File: src/rtl/cfg_rx_pkg.sv
// Shared types for the serial configuration receiver.
package cfg_rx_pkg;
    // Receiver phases: wait for init release, load own bits, forward chain bits
    typedef enum logic [1:0] {
        CR_WAIT = 2'd0,
        CR_LOAD = 2'd1,
        CR_PASS = 2'd2
    } cr_state_t;
endpackage

File: src/rtl/cfg_bit_counter.sv
// Counts the bits this device keeps for itself.
// Assumes: step is high only for a captured own bit; rst_n is synchronous.
// last is high in the cycle whose step captures bit number TOTAL.
module cfg_bit_counter #(
    parameter int TOTAL = 3430400
) (
    input  logic clk,
    input  logic rst_n,
    input  logic step,
    output logic last
);
    localparam int CW = $clog2(TOTAL + 1);

    logic [CW-1:0] cnt;

    // Advance once per captured own bit; clear on program
    always_ff @(posedge clk) begin
        if (!rst_n)
            cnt <= '0;
        else if (step)
            cnt <= cnt + CW'(1);
    end

    assign last = step && (cnt == CW'(TOTAL - 1));
endmodule

File: src/rtl/cfg_byte_assembler.sv
// Packs captured bits into bytes, first bit into the MSB, and pulses a
// one-cycle write strobe with each completed byte.
// Assumes: shift_en is high only for captured own bits; clear drops a partial byte.
module cfg_byte_assembler #(
    parameter int BYTE_W = 8
) (
    input  logic              clk,
    input  logic              rst_n,
    input  logic              shift_en,
    input  logic              bit_in,
    output logic              byte_wr,
    output logic [BYTE_W-1:0] byte_data
);
    localparam int PW = $clog2(BYTE_W);

    logic [PW-1:0]     pos;
    logic [BYTE_W-2:0] partial;

    // Track bit position inside the current byte and collect its bits
    always_ff @(posedge clk) begin
        if (!rst_n) begin
            pos     <= '0;
            partial <= '0;
        end else if (shift_en) begin
            partial <= {partial[BYTE_W-3:0], bit_in};
            pos     <= (pos == PW'(BYTE_W - 1)) ? '0 : pos + PW'(1);
        end
    end

    // Publish a full byte with a single-cycle strobe
    always_ff @(posedge clk) begin
        if (!rst_n) begin
            byte_wr   <= 1'b0;
            byte_data <= '0;
        end else begin
            byte_wr <= shift_en && (pos == PW'(BYTE_W - 1));
            if (shift_en && (pos == PW'(BYTE_W - 1)))
                byte_data <= {partial, bit_in};
        end
    end
endmodule

File: src/rtl/cfg_chain_forward.sv
// Registers chain data onto the serial output on the rising edge.
// Assumes: fwd_en is high only after own bits are complete and the mode runs;
// otherwise the output is held low.
module cfg_chain_forward (
    input  logic clk,
    input  logic rst_n,
    input  logic fwd_en,
    input  logic bit_in,
    output logic sdo
);
    // Pass the sampled bit downstream, or hold low
    always_ff @(posedge clk) begin
        if (!rst_n)
            sdo <= 1'b0;
        else
            sdo <= fwd_en ? bit_in : 1'b0;
    end
endmodule

File: src/rtl/cfg_serial_rx.sv
// Slave-side serial configuration receiver with daisy-chain forwarding.
// Waits for init release, takes OWN_BITS bits into bytes, then raises done
// and forwards all further bits on sdo. Runs only for mode codes x11.
// Assumes: cfg_clk is the free external clock; prog_n acts synchronously.
module cfg_serial_rx
    import cfg_rx_pkg::*;
#(
    parameter int OWN_BITS = 3430400,
    parameter int BYTE_W   = 8
) (
    input  logic              cfg_clk,
    input  logic              prog_n,
    input  logic [2:0]        mode_sel,
    input  logic              init_ok,
    input  logic              sdi,
    output logic              sdo,
    output logic              done,
    output logic              byte_wr,
    output logic [BYTE_W-1:0] byte_data
);
    cr_state_t state;
    logic      mode_run;
    logic      load_step;
    logic      load_last;

    assign mode_run  = (mode_sel[1:0] == 2'b11);
    assign load_step = (state == CR_LOAD) && mode_run;
    assign done      = (state == CR_PASS);

    // Phase sequencing: init gate, own-bit loading, then chain pass-through
    always_ff @(posedge cfg_clk) begin
        if (!prog_n)
            state <= CR_WAIT;
        else begin
            case (state)
                CR_WAIT: if (init_ok)   state <= CR_LOAD;
                CR_LOAD: if (load_last) state <= CR_PASS;
                default: state <= CR_PASS;
            endcase
        end
    end

    cfg_bit_counter #(.TOTAL(OWN_BITS)) u_count (
        .clk   (cfg_clk),
        .rst_n (prog_n),
        .step  (load_step),
        .last  (load_last)
    );

    cfg_byte_assembler #(.BYTE_W(BYTE_W)) u_pack (
        .clk       (cfg_clk),
        .rst_n     (prog_n),
        .shift_en  (load_step),
        .bit_in    (sdi),
        .byte_wr   (byte_wr),
        .byte_data (byte_data)
    );

    cfg_chain_forward u_fwd (
        .clk    (cfg_clk),
        .rst_n  (prog_n),
        .fwd_en (done && mode_run),
        .bit_in (sdi),
        .sdo    (sdo)
    );
endmodule

File: config.mk
export PLATFORM = sky130hd
export DESIGN_NAME = cfg_serial_rx
export DESIGN_NICKNAME = d
export VERILOG_FILES = /design/src/rtl/cfg_rx_pkg.sv /design/src/rtl/cfg_bit_counter.sv /design/src/rtl/cfg_byte_assembler.sv /design/src/rtl/cfg_chain_forward.sv /design/src/rtl/cfg_serial_rx.sv
export SDC_FILE = /design/constraint.sdc
export NUM_CORES = 1
export LEC_CHECK = 0
export ABC_AREA = 1
export ABC_CLOCK_PERIOD_IN_PS = 1200
export BUFFER_PORTS_ARGS = -buffer_cell sky130_fd_sc_hd__buf_4
export CAP_MARGIN = 20
export CORE_ASPECT_RATIO = 1.2
export CORE_UTILIZATION = 45
export DETAILED_ROUTE_END_ITERATION = 10
export GPL_ROUTABILITY_DRIVEN = 0
export PLACE_DENSITY = 0.65
export SLEW_MARGIN = 10
export SYNTH_ARGS = -nofsm -noshare
export SYNTH_HDL_FRONTEND = slang
export SYNTH_SLANG_ARGS = --single-unit
File: constraint.sdc
create_clock -name cfg_clk -period 1.2 [get_ports cfg_clk]
set_input_delay 0.18 -clock cfg_clk [delete_from_list [all_inputs] [get_ports cfg_clk]]
set_output_delay 0.18 -clock cfg_clk [all_outputs]
set_load 0.01 [all_outputs]
==> reports/metrics.yaml <==
floorplanning:
  core_um2: 4290
  die_w_um: 63.2
  rows: 26
  ioPinCount: 18
  die_area_um2: 4760
  die_h_um: 75.4
  initial_core_util_pct: 47.1
cells_and_area:
  diodes: 0
  nets: 338
  fillers: 377
  stdcell_area_um2: 2740
  drive_above_1_share_pct: 29.8
  areaGrowthSynthToFinish_pct: 35.4
  final-instance-count-excl-fill: 385
  final_util_pct: 63.7
clock_tree:
  cts_buffer_depth: 2
  htree_levels: 2
  cts_buffers: 5
  root_buffer: "clkbuf_8"
  cts_tree: "built"
  worstSkewPairLatency_ns: 0.30
  clock_sinks: 44
  clk_pin_slew_ns: 0.09
synthesis:
  synth_top_area_share_pct: 43.6
  synth_seq_area_share_pct: 43.6
  synth_area_per_cell_um2: 7.32
  yosys-top-cells-count: "nand2_1 (55), nor2_1 (50), dfxtp_1 (44)"
  ys.flop_type: "dfxtp_1"
  synth_seq_cells: 44
  yosys-top-cells-area: "dfxtp_1 (44%), nand2_1 (10%), nor2_1 (9.3%), inv_1 (5.4%), nand3_1 (5.2%)"
  syn-num-nets: 286
  ys_warn_count: 0
  yosysMostFrequentCell: "nand2_1"
  synth_top_cell_by_area: "dfxtp_1"
  syn_inst: 276
  syn_area_um2: 2020
  synth_edf_count: 0
  async_reset_ff_share_pct: 0
  yosysUniqueCellTypes: 25
timing:
  hold_violations: 0
  maxSlewViolCount: 0
  finalWorstSetupSlack_ns: -0.133
  worstMarginPinSlew_ns: 0.337
  slew-limit-headroom_pct: 77.4
  period_needed_ns: 1.33
  fin_hold_ws_ns: 0.112
  clock-skew-final_ns: 0.00225
  setup_viol: 28
  layout_worst_path_cycle_share_pct: 111
  timing.fmax_mhz: 750
  rsz0062_at_grt: "true"
pwr:
  leakage_nw: 1.22
  switching_power_mw: 0.664
  p_per_area_nw_per_um2: 1050
  power_frac_comb_pct: 8.1
  swShare_pct: 23.0
  power.ir.vdd_worst_uv: 676
  clkPwrFrac_pct: 39.6
  p_int_mw: 2.22
  p_seq_share_pct: 52.3
critical_path:
  critical_path_class: "reg2reg"
  path_max_fanout: 4
  cp_data_required_time_ns: 1.40
  cp-start-kind: "register"
  cp-end-kind: "register"
  r2r_cells: 9
  worstPathArrival_ns: 1.53
routing:
  drtPass1Iterations: 4
  wl_per_cell_um: 11.8
  drt_iter0_drc: 128
  drt_wl_total_um: 4560
  drtAntennaViolNets: 0
  via_per_inst: 4.89
  vias: 1882
  drc: 0
grt:
  grt_max_degree: 26
  grt_pass1_vias: 1683
  overflow: 0
  grt_pass1_wl_um: 7450
  antenna_found_initial: 0
  grt_usage_pct: 20.5
flow_run:
  max_cap_violations: 0
place:
  dpl-instance-area_um2: 2370
  pre_cts_slack_ns: -0.154
  io_buffers: 16
  dp.cells: 367
  dp_hpwl_um: 3010
run_status:
  status: "finished, violations left"
  violations: "setup timing"
min_path:
  hold_class: "in2reg"
  hold_depth: 3
-- routing by layer --
layer | vias to the layer above | wire [um] | global-route usage (%)
met1 | 855 | 1980 | 22.2
li1 | 988 | - | -
met3 | 9 | 126 | 4.94
met2 | 30 | 2340 | 37.8
met5 | - | 0 | 0
met4 | 0 | 106 | 10.4
-- sequential cells by signal, summed over array words and instances (netlist names) --
register	count
state	2
u_pack.byte_wr	1
u_pack.partial	7
u_count.cnt	22
u_pack.byte_data	8
u_pack.pos	3
u_fwd.sdo	1
-- timing repair --
action                     in CTS  in global routing
pin swaps                       5                 15
setup endpoints to repair      30                 43
gates cloned                    1                  1
hold buffers                    0                  0
gates resized for setup        20                 28
buffers inserted                4                  7
-- power groups by stage --
stage / Combinational [mW] / Clock (mW) / Sequential (mW)
3_5_place_dp: 0.172 / 0 / 1.54
6_report: 0.234 / 1.14 / 1.51
4_1_cts: 0.202 / 1.16 / 1.51
2_1_floorplan: 0.102 / 0 / 1.54
3_3_place_gp: 0.169 / 0 / 1.54
5_1_grt: 0.260 / 1.23 / 1.51
-- cells in the final DEF (no fill, tap or decap), types with 5 or more instances in the layout --
cell type | netlist | routed
buf_4 | 0 | 42
o21ai_1 | 0 | 6
a21oi_1 | 14 | 14
nand3_2 | 2 | 6
buf_6 | 2 | 6
nor2_1 | 50 | 47
o21ai_0 | 21 | 14
clkbuf_8 | 0 | 5
inv_1 | 29 | 27
nand3_1 | 21 | 17
nand2_1 | 55 | 52
nor2_2 | 5 | 5
nor2_4 | 2 | 6
dfxtp_1 | 44 | 39
nand4_1 | 9 | 9
-- worst max-delay path, cell delays in order, from the launching register on --
cell,delay (ns)
dfxtp_2,0.33
inv_2,0.06
nand2_4,0.06
nor2_4,0.15
buf_4,0.14
nand4_1,0.12
nor2_2,0.18
nand3_1,0.09
nand2_1,0.07
nor2_1,0.04
-- path summary, 6_finish.rpt --
check                                                    start                               end  slack [ns]
worst min register to register  u_pack.partial[2]$_SDFFE_PN0P_  u_pack.byte_data[3]$_SDFFE_PN0P_        0.47
worst max register to register           state[1]$_SDFFE_PN0P_      u_count.cnt[19]$_SDFFE_PN0P_       -0.13
worst min-delay path                                       sdi  u_pack.byte_data[0]$_SDFFE_PN0P_        0.11
worst max-delay path                     state[1]$_SDFFE_PN0P_      u_count.cnt[19]$_SDFFE_PN0P_       -0.13
-- cell type report --
cell class	instances	area [um2]	share of cell area [%]
multi-input cells	195	1090	40.0
inverters	31	124	4.53
repair buffers	51	443	16.2
clock inverters	3	42.5	1.56
clock buffers	5	68.8	2.52
well taps	56	70.1	2.56
flip-flops and latches	44	892	32.6
-- per-stage QoR --
| step | setup TNS (ns) | total power [mW] |
|---|---|---|
| 6_report | -1.87 | 2.88 |
| 5_1_grt | -5.48 | 3.00 |
| 4_1_cts | -2.45 | 2.87 |
| 3_5_place_dp | -1.79 | 1.71 |
| 3_3_place_gp | -1.35 | 1.71 |
| 2_1_floorplan | -0.0708 | 1.64 |
-- kinds of logic after synthesis --
family	count (synthesis)	share of synthesized area, %
and+or+nand+nor	152	36.2
DFF	44	43.6
buffers and inverters	38	7.86
AOI/OAI and AO/OA	37	9.60
adders and majority gates	3	1.86
xor gates and xnor gates	2	0.867
No activity file was read; power rests on OpenSTA's default activity.
